## src/rtl/merr_pkg.sv

```systemverilog
package merr_pkg;
  typedef enum logic [2:0] {
    SEL_STAT     = 3'd0,
    SEL_STAT_CLR = 3'd1,
    SEL_ADDR_HI  = 3'd2,
    SEL_ADDR_LO  = 3'd3,
    SEL_CFG      = 3'd4
  } rd_sel_e;

  localparam int ST_W     = 4;
  localparam int ST_MULTI = 3;
  localparam int ST_CORR  = 2;
  localparam int ST_UNC   = 1;
  localparam int ST_PW    = 0;
endpackage

```

## src/rtl/merr_status.sv

```systemverilog
module merr_status
  import merr_pkg::*;
(
  input  logic            clk,
  input  logic            rst,
  input  logic [2:0]      ev,      // {corr_rd, unc_rd, unc_pw}
  input  logic            clr,
  output logic [ST_W-1:0] stat
);
  logic [ST_W-1:0] base;
  logic [ST_W-1:0] nxt;
  logic            any_ev;
  logic            many_ev;
  logic            multi_new;

  always_comb begin
    base      = clr ? '0 : stat;
    any_ev    = |ev;
    many_ev   = (ev & (ev - 3'd1)) != 3'd0;
    multi_new = any_ev && ((|base[ST_CORR:ST_PW]) || many_ev);
    nxt       = base | {multi_new, ev};
  end

  always_ff @(posedge clk) begin
    if (rst) stat <= '0;
    else     stat <= nxt;
  end

  // without a clear, no status bit ever falls
  a_r1_sticky: assert property (@(posedge clk) disable iff (rst)
    !clr |=> ((stat & $past(stat)) == $past(stat)));
  // a new error on top of a pending one flags a multiple error
  a_r2_multi: assert property (@(posedge clk) disable iff (rst)
    (!clr && (|ev) && (|stat[ST_CORR:ST_PW])) |=> stat[ST_MULTI]);
  // a clear with no event leaves all bits at zero
  a_r5_clear: assert property (@(posedge clk) disable iff (rst)
    (clr && !(|ev)) |=> (stat == '0));
endmodule

```

## src/rtl/merr_addr_cap.sv

```systemverilog
module merr_addr_cap #(
  parameter int ADDR_W = 40
) (
  input  logic              clk,
  input  logic              rst,
  input  logic              cap,
  input  logic [ADDR_W-1:0] addr_in,
  output logic [ADDR_W-1:0] addr_q
);
  always_ff @(posedge clk) begin
    if (rst)      addr_q <= '0;
    else if (cap) addr_q <= addr_in;
  end

  // the newest error address is always the one held
  a_r3_capture: assert property (@(posedge clk) disable iff (rst)
    cap |=> (addr_q == $past(addr_in)));
  a_r3_hold: assert property (@(posedge clk) disable iff (rst)
    !cap |=> $stable(addr_q));
endmodule

```

## src/rtl/merr_irq.sv

```systemverilog
module merr_irq #(
  parameter int PRIO_W  = 8,
  parameter int DEST_W  = 7,
  parameter int CFG_W   = 1 + PRIO_W + 1 + DEST_W,
  parameter logic [CFG_W-1:0] CFG_RST = 17'h13322
) (
  input  logic              clk,
  input  logic              rst,
  input  logic              cfg_we,
  input  logic [CFG_W-1:0]  cfg_wd,
  input  logic              trig,
  input  logic              no_trig_ev,
  output logic [CFG_W-1:0]  cfg_q,
  output logic              irq_req,
  output logic [PRIO_W-1:0] irq_prio,
  output logic [DEST_W-1:0] irq_dest
);
  localparam int EN_BIT  = CFG_W - 1;
  localparam int PAD_BIT = DEST_W;
  localparam int PRIO_LO = DEST_W + 1;

  logic [CFG_W-1:0] wmask;
  always_comb begin
    wmask          = '1;
    wmask[PAD_BIT] = 1'b0;
  end

  always_ff @(posedge clk) begin
    if (rst)         cfg_q <= CFG_RST & wmask;
    else if (cfg_we) cfg_q <= cfg_wd & wmask;
  end

  always_ff @(posedge clk) begin
    if (rst) begin
      irq_req  <= 1'b0;
      irq_prio <= '0;
      irq_dest <= '0;
    end else if (trig && cfg_q[EN_BIT]) begin
      irq_req  <= 1'b1;
      irq_prio <= cfg_q[EN_BIT-1:PRIO_LO];
      irq_dest <= cfg_q[DEST_W-1:0];
    end else begin
      irq_req  <= 1'b0;
      irq_prio <= '0;
      irq_dest <= '0;
    end
  end

  // a request needs an enabled qualifying error one cycle before
  a_r6_cause: assert property (@(posedge clk) disable iff (rst)
    irq_req |-> $past(trig && cfg_q[EN_BIT]));
  a_r6_unc_rd_silent: assert property (@(posedge clk) disable iff (rst)
    (no_trig_ev && !trig) |=> !irq_req);
  // the pad bit never holds a one
  a_r8_pad_zero: assert property (@(posedge clk) disable iff (rst)
    !cfg_q[PAD_BIT]);
endmodule

```

## src/rtl/mem_err_unit.sv

```systemverilog
module mem_err_unit
  import merr_pkg::*;
#(
  parameter int ADDR_W = 40,
  parameter int DATA_W = 32,
  parameter int PRIO_W = 8,
  parameter int DEST_W = 7,
  parameter int CFG_W  = 1 + PRIO_W + 1 + DEST_W,
  parameter logic [CFG_W-1:0] CFG_RST = 17'h13322
) (
  input  logic              clk,
  input  logic              rst,
  input  logic              ev_corr_rd,
  input  logic              ev_unc_rd,
  input  logic              ev_unc_pw,
  input  logic [ADDR_W-1:0] ev_addr,
  input  logic              cfg_we,
  input  logic [CFG_W-1:0]  cfg_wdata,
  input  logic              rd_en,
  input  logic [2:0]        rd_sel,
  output logic              rd_valid,
  output logic [DATA_W-1:0] rd_data,
  output logic              irq_req,
  output logic [PRIO_W-1:0] irq_prio,
  output logic [DEST_W-1:0] irq_dest
);
  localparam int HI_W = ADDR_W - DATA_W;

  logic [ST_W-1:0]   stat;
  logic [ADDR_W-1:0] addr_q;
  logic [CFG_W-1:0]  cfg_q;
  logic [2:0]        ev;
  logic              clr;
  logic [DATA_W-1:0] rd_mux;

  assign ev  = {ev_corr_rd, ev_unc_rd, ev_unc_pw};
  assign clr = rd_en && (rd_sel == SEL_STAT_CLR);

  merr_status u_status (
    .clk(clk), .rst(rst), .ev(ev), .clr(clr), .stat(stat)
  );

  merr_addr_cap #(.ADDR_W(ADDR_W)) u_addr (
    .clk(clk), .rst(rst), .cap(|ev), .addr_in(ev_addr), .addr_q(addr_q)
  );

  merr_irq #(
    .PRIO_W(PRIO_W), .DEST_W(DEST_W), .CFG_W(CFG_W), .CFG_RST(CFG_RST)
  ) u_irq (
    .clk(clk), .rst(rst), .cfg_we(cfg_we), .cfg_wd(cfg_wdata),
    .trig(ev_corr_rd | ev_unc_pw), .no_trig_ev(ev_unc_rd),
    .cfg_q(cfg_q), .irq_req(irq_req), .irq_prio(irq_prio),
    .irq_dest(irq_dest)
  );

  always_comb begin
    rd_mux = '0;
    case (rd_sel)
      SEL_STAT, SEL_STAT_CLR: rd_mux[ST_W-1:0]  = stat;
      SEL_ADDR_HI:            rd_mux[HI_W-1:0]  = addr_q[ADDR_W-1:DATA_W];
      SEL_ADDR_LO:            rd_mux            = addr_q[DATA_W-1:0];
      SEL_CFG:                rd_mux[CFG_W-1:0] = cfg_q;
      default:                rd_mux            = '0;
    endcase
  end

  always_ff @(posedge clk) begin
    if (rst) begin
      rd_valid <= 1'b0;
      rd_data  <= '0;
    end else begin
      rd_valid <= rd_en;
      rd_data  <= rd_en ? rd_mux : '0;
    end
  end

  // read data follows a request by exactly one cycle
  a_r9_latency: assert property (@(posedge clk) disable iff (rst)
    rd_valid |-> $past(rd_en));
  a_r9_no_spurious: assert property (@(posedge clk) disable iff (rst)
    !rd_en |=> !rd_valid);
endmodule

```

## config.mk

```make
export PLATFORM = sky130hd
export DESIGN_NAME = mem_err_unit
export DESIGN_NICKNAME = d
export VERILOG_FILES = /design/src/rtl/merr_pkg.sv /design/src/rtl/merr_status.sv /design/src/rtl/merr_addr_cap.sv /design/src/rtl/merr_irq.sv /design/src/rtl/mem_err_unit.sv
export SDC_FILE = /design/constraint.sdc
export NUM_CORES = 1
export LEC_CHECK = 0
export ABC_AREA = 1
export BUFFER_PORTS_ARGS = -buffer_cell sky130_fd_sc_hd__buf_2
export CAP_MARGIN = 30
export CELL_PAD_IN_SITES_DETAIL_PLACEMENT = 1
export CELL_PAD_IN_SITES_GLOBAL_PLACEMENT = 2
export CORE_ASPECT_RATIO = 2
export CORE_UTILIZATION = 26
export DETAILED_ROUTE_END_ITERATION = 12
export PLACE_DENSITY = 0.72
export SETUP_SLACK_MARGIN = 0.3
export SLEW_MARGIN = 20
export SYNTH_ARGS = -nofsm -noshare
export SYNTH_HDL_FRONTEND = slang
export SYNTH_SLANG_ARGS = --single-unit
export TNS_END_PERCENT = 30
```

## constraint.sdc

```tcl
create_clock -name clk -period 0.9 [get_ports clk]
set_clock_uncertainty 0.05 [all_clocks]
set_input_delay 0 -clock clk [delete_from_list [all_inputs] [get_ports clk]]
set_output_delay 0 -clock clk [all_outputs]
set_load 0.1 [all_outputs]
```

==> results_dict.tcl <==
set metrics [dict create \
    status "complete, but fails checks" \
    violations "hold timing, setup timing" \
    timing.critical_path.buf_inv 1 \
    worst_pin_slew_ns 0.4226 \
    layout_min_cycle_time_ns 0.9293 \
    cts_buffer_depth 2 \
    drt_wl_total_mm 11.73 \
    drt-initial-drc-count 75 \
    grt_first_pass_wirelength_mm 18.02 \
    totalPowerFinal_mw 11.32 \
    p_seq_frac 0.459 \
    fmax_mhz 1076 \
    intPower_mw 8.173 \
    crit_fanout 1 \
    clk_pin_slew_ns 0.08 \
    crit_family "flip-flops" \
    yosys-top-cells-area "dfxtp_1, nor2_1, a21oi_1" \
    cts-root-buf "clkbuf_16" \
    antenna_found_initial 0 \
    n_antenna_cell 0 \
    min_to "u_addr.addr_q[8]" \
    cts_hold_repair.buffers 3 \
    clock_latency_ns 0.34 \
    power_switching_mw 3.151 \
    wl_per_cell_um 15.47 \
    reg2reg_slack_ns 0.03 \
    crit_required_ns 0.85 \
    portBuffers 114 \
    place_ws_ns -0.1748 \
    grt_max_degree 37 \
    postRouteAntennaNets 0 \
    cts_made_buffers 9 \
    synthDistinctLibCells 25 \
    hp-class "in2reg" \
    nets 631 \
    power_frac_comb 0.164 \
    cp_slowest_cell "dfxtp_4" \
    core_area_um2 13810 \
    hold_viol 58 \
    ys_seq_elements 109 \
    holdWs_ns -0.1740 \
    max-slew-margin-rel 0.7179 \
    rsz0062_at_grt "yes" \
    critPathMaxStageDelay_ns 0.37 \
    yosysTopAreaCellShare 0.5964 \
    synth_fp_nets 496 \
    area_delta_synth_final_pct 79.00 \
    powerDensity_nw_per_um2 1729 \
    min-delay-start "ev_addr[8]" \
    end_kind "output pin" \
    fp.dieArea_um2 14580 \
    finalCritPeriodShare 1.033 \
    finalSetupViolCount 49 \
    io_pins 116 \
    htree_levels 3 \
    tns_ns -0.6473 \
    grt_overflow 0 \
    p_sw_frac 0.2783 \
    viasPerCell 4.367 \
    r2r_end "u_irq.irq_prio[2]" \
    rows 61 \
    drtPass1Iterations 3 \
    hold-path-cell-count 3 \
    synth.avg_cell_area_um2 8.528 \
    rr_worst_depth 2 \
    nFillCells 1503 \
    routabilityCongestion 0.7941 \
    crit_arrival_ns 0.88 \
    path_class "reg2out" \
    drive_gt1_frac 0.7786 \
    ys_warn_count 0 \
    crit_cells 1 \
    path_cells "buf_12" \
    startpoint_type "flip-flop" \
    fp.dieH_um 169.8 \
    hpwlAfterDp_mm 8.689 \
    fp.dieW_um 85.88 \
    netlist_area_um2 3659 \
    clkPwrFrac 0.377 \
    syn_inst 429 \
    drv_cap 0 \
    start_util 0.2648 \
    cts_sinks 109 \
    cts_setup_buffers 0 \
    slew_violations 0 \
    grt.total_usage 0.1638 \
    drc_errors 0 \
    worst_slack_ns -0.02934 \
    yosysSeqAreaShare 0.5964 \
    grt_pass1_vias 3554 \
    synth_largest_area_cell "dfxtp_1" \
    num_vias 3310 \
    cts_tree "yes" \
    p_leak_nw 2.579 \
    r2r_start "u_irq.cfg_q[16]" \
    ir_worst_vdd_uv 923.7 \
]
-- worst max-delay path by stage --
stage / startpoint / endpoint
finish: rd_data[10] / rd_data[10]
global route: rd_data[10] / rd_data[10]
CTS: rd_data[5] / rd_data[5]
detailed placement: ev_corr_rd / u_addr.addr_q[5]
global placement: ev_corr_rd / u_addr.addr_q[37]
floorplan: u_status.stat[0] / u_status.stat[3]
-- what timing repair did --
| action | 4_1_cts | 5_1_grt |
|---|---|---|
| hold endpoints to repair | 61 | 58 |
| resized for setup | 141 | 154 |
| endpoints found under the setup margin | 156 | 155 |
| pin swaps | 91 | 119 |
| cloned | 0 | 1 |
-- per-stage QoR --
stage | util | area [um^2] | instances
after floorplan | - | 3862 | 429
after global placement | 0.3991 | 5514 | 738
after detailed placement | 0.3991 | 5514 | 738
after CTS | 0.4418 | 6103 | 757
after global routing | 0.4741 | 6549 | 758
final | 0.4741 | 6549 | 758
-- power by group through the flow --
stage          combinational, mW  clock (mW)  sequential (mW)
2_1_floorplan              0.473           0             5.63
3_3_place_gp                1.54           0             5.23
3_5_place_dp                1.57           0             5.24
4_1_cts                     1.68        4.39             5.17
5_1_grt                     1.98        4.60             5.23
6_report                    1.85        4.27             5.20
-- synthesized netlist by cell type --
| cell type | count |
|---|---|
| inv_2 | 4 |
| o21ai_2 | 2 |
| nor3_4 | 1 |
| nor2_1 | 76 |
| a31oi_1 | 3 |
| clkbuf_1 | 9 |
| inv_4 | 1 |
| buf_1 | 1 |
| a22oi_1 | 1 |
| a21oi_1 | 52 |
| nand2_1 | 42 |
| nand3_4 | 1 |
| inv_1 | 46 |
| o21ai_1 | 20 |
| buf_4 | 3 |
| buf_6 | 5 |
| nand2_2 | 3 |
| nand3_1 | 3 |
| nand3_2 | 1 |
| nor2_2 | 2 |
| buf_2 | 3 |
| clkinv_4 | 1 |
| dfxtp_1 | 109 |
| o21ai_0 | 36 |
| o22ai_1 | 4 |
-- registers in the layout, summed over array words and instances, names as in the netlist --
signal and count:
rd_data 32, rd_valid 1, u_addr.addr_q 40, u_irq.cfg_q 16
u_irq.irq_dest 7, u_irq.irq_prio 8, u_irq.irq_req 1, u_status.stat 4
-- kinds of logic (layout without fill, tap and decap cells) --
kind of cell | Yosys count | after routing | synth area share
compound gates | 118 | 118 | 0.1666
buf+inv | 73 | 212 | 0.09131
flops | 109 | 109 | 0.5964
simple gates | 129 | 130 | 0.1457
-- final cells by class --
type	count	area (um^2)	share of cell area
Tap cell	189	236.5	0.03611
Clock inverter	7	98.84	0.01509
Timing Repair Buffer	144	1638	0.2501
Clock buffer	9	225.2	0.03439
Sequential cell	109	2430	0.3710
Multi-Input combinational cell	248	1694	0.2587
Inverter	52	226.5	0.03458
-- per-layer routing --
metal / GRT usage / part of all wire / vias to the layer above
met2: 0.3282 / 0.60 / 74
met5: 0 / 0 / -
met3: 0.02626 / 0.030 / 18
met4: 0.06087 / 0.019 / 0
met1: 0.1617 / 0.35 / 1576
li1: - / - / 1642
-- placed cells by master, fill, tap and decap left out, types with 3 or more instances in the layout --
cell type,instances
nor2_4,17
nor2_1,47
a31oi_1,3
dfxtp_2,60
a21oi_1,9
o22ai_2,3
clkbuf_16,9
dfxtp_1,3
inv_2,40
dlygate4sd3_1,3
nand2_1,28
inv_4,4
buf_6,7
buf_12,53
buf_4,16
buf_2,62
inv_1,5
a21oi_2,43
nand3_4,3
o21ai_2,32
o21ai_0,3
dfxtp_4,46
nand2_2,13
nor2_2,14
clkinv_4,3
nand2_4,4
o21ai_1,22
No activity file was read; power rests on OpenSTA's default activity.
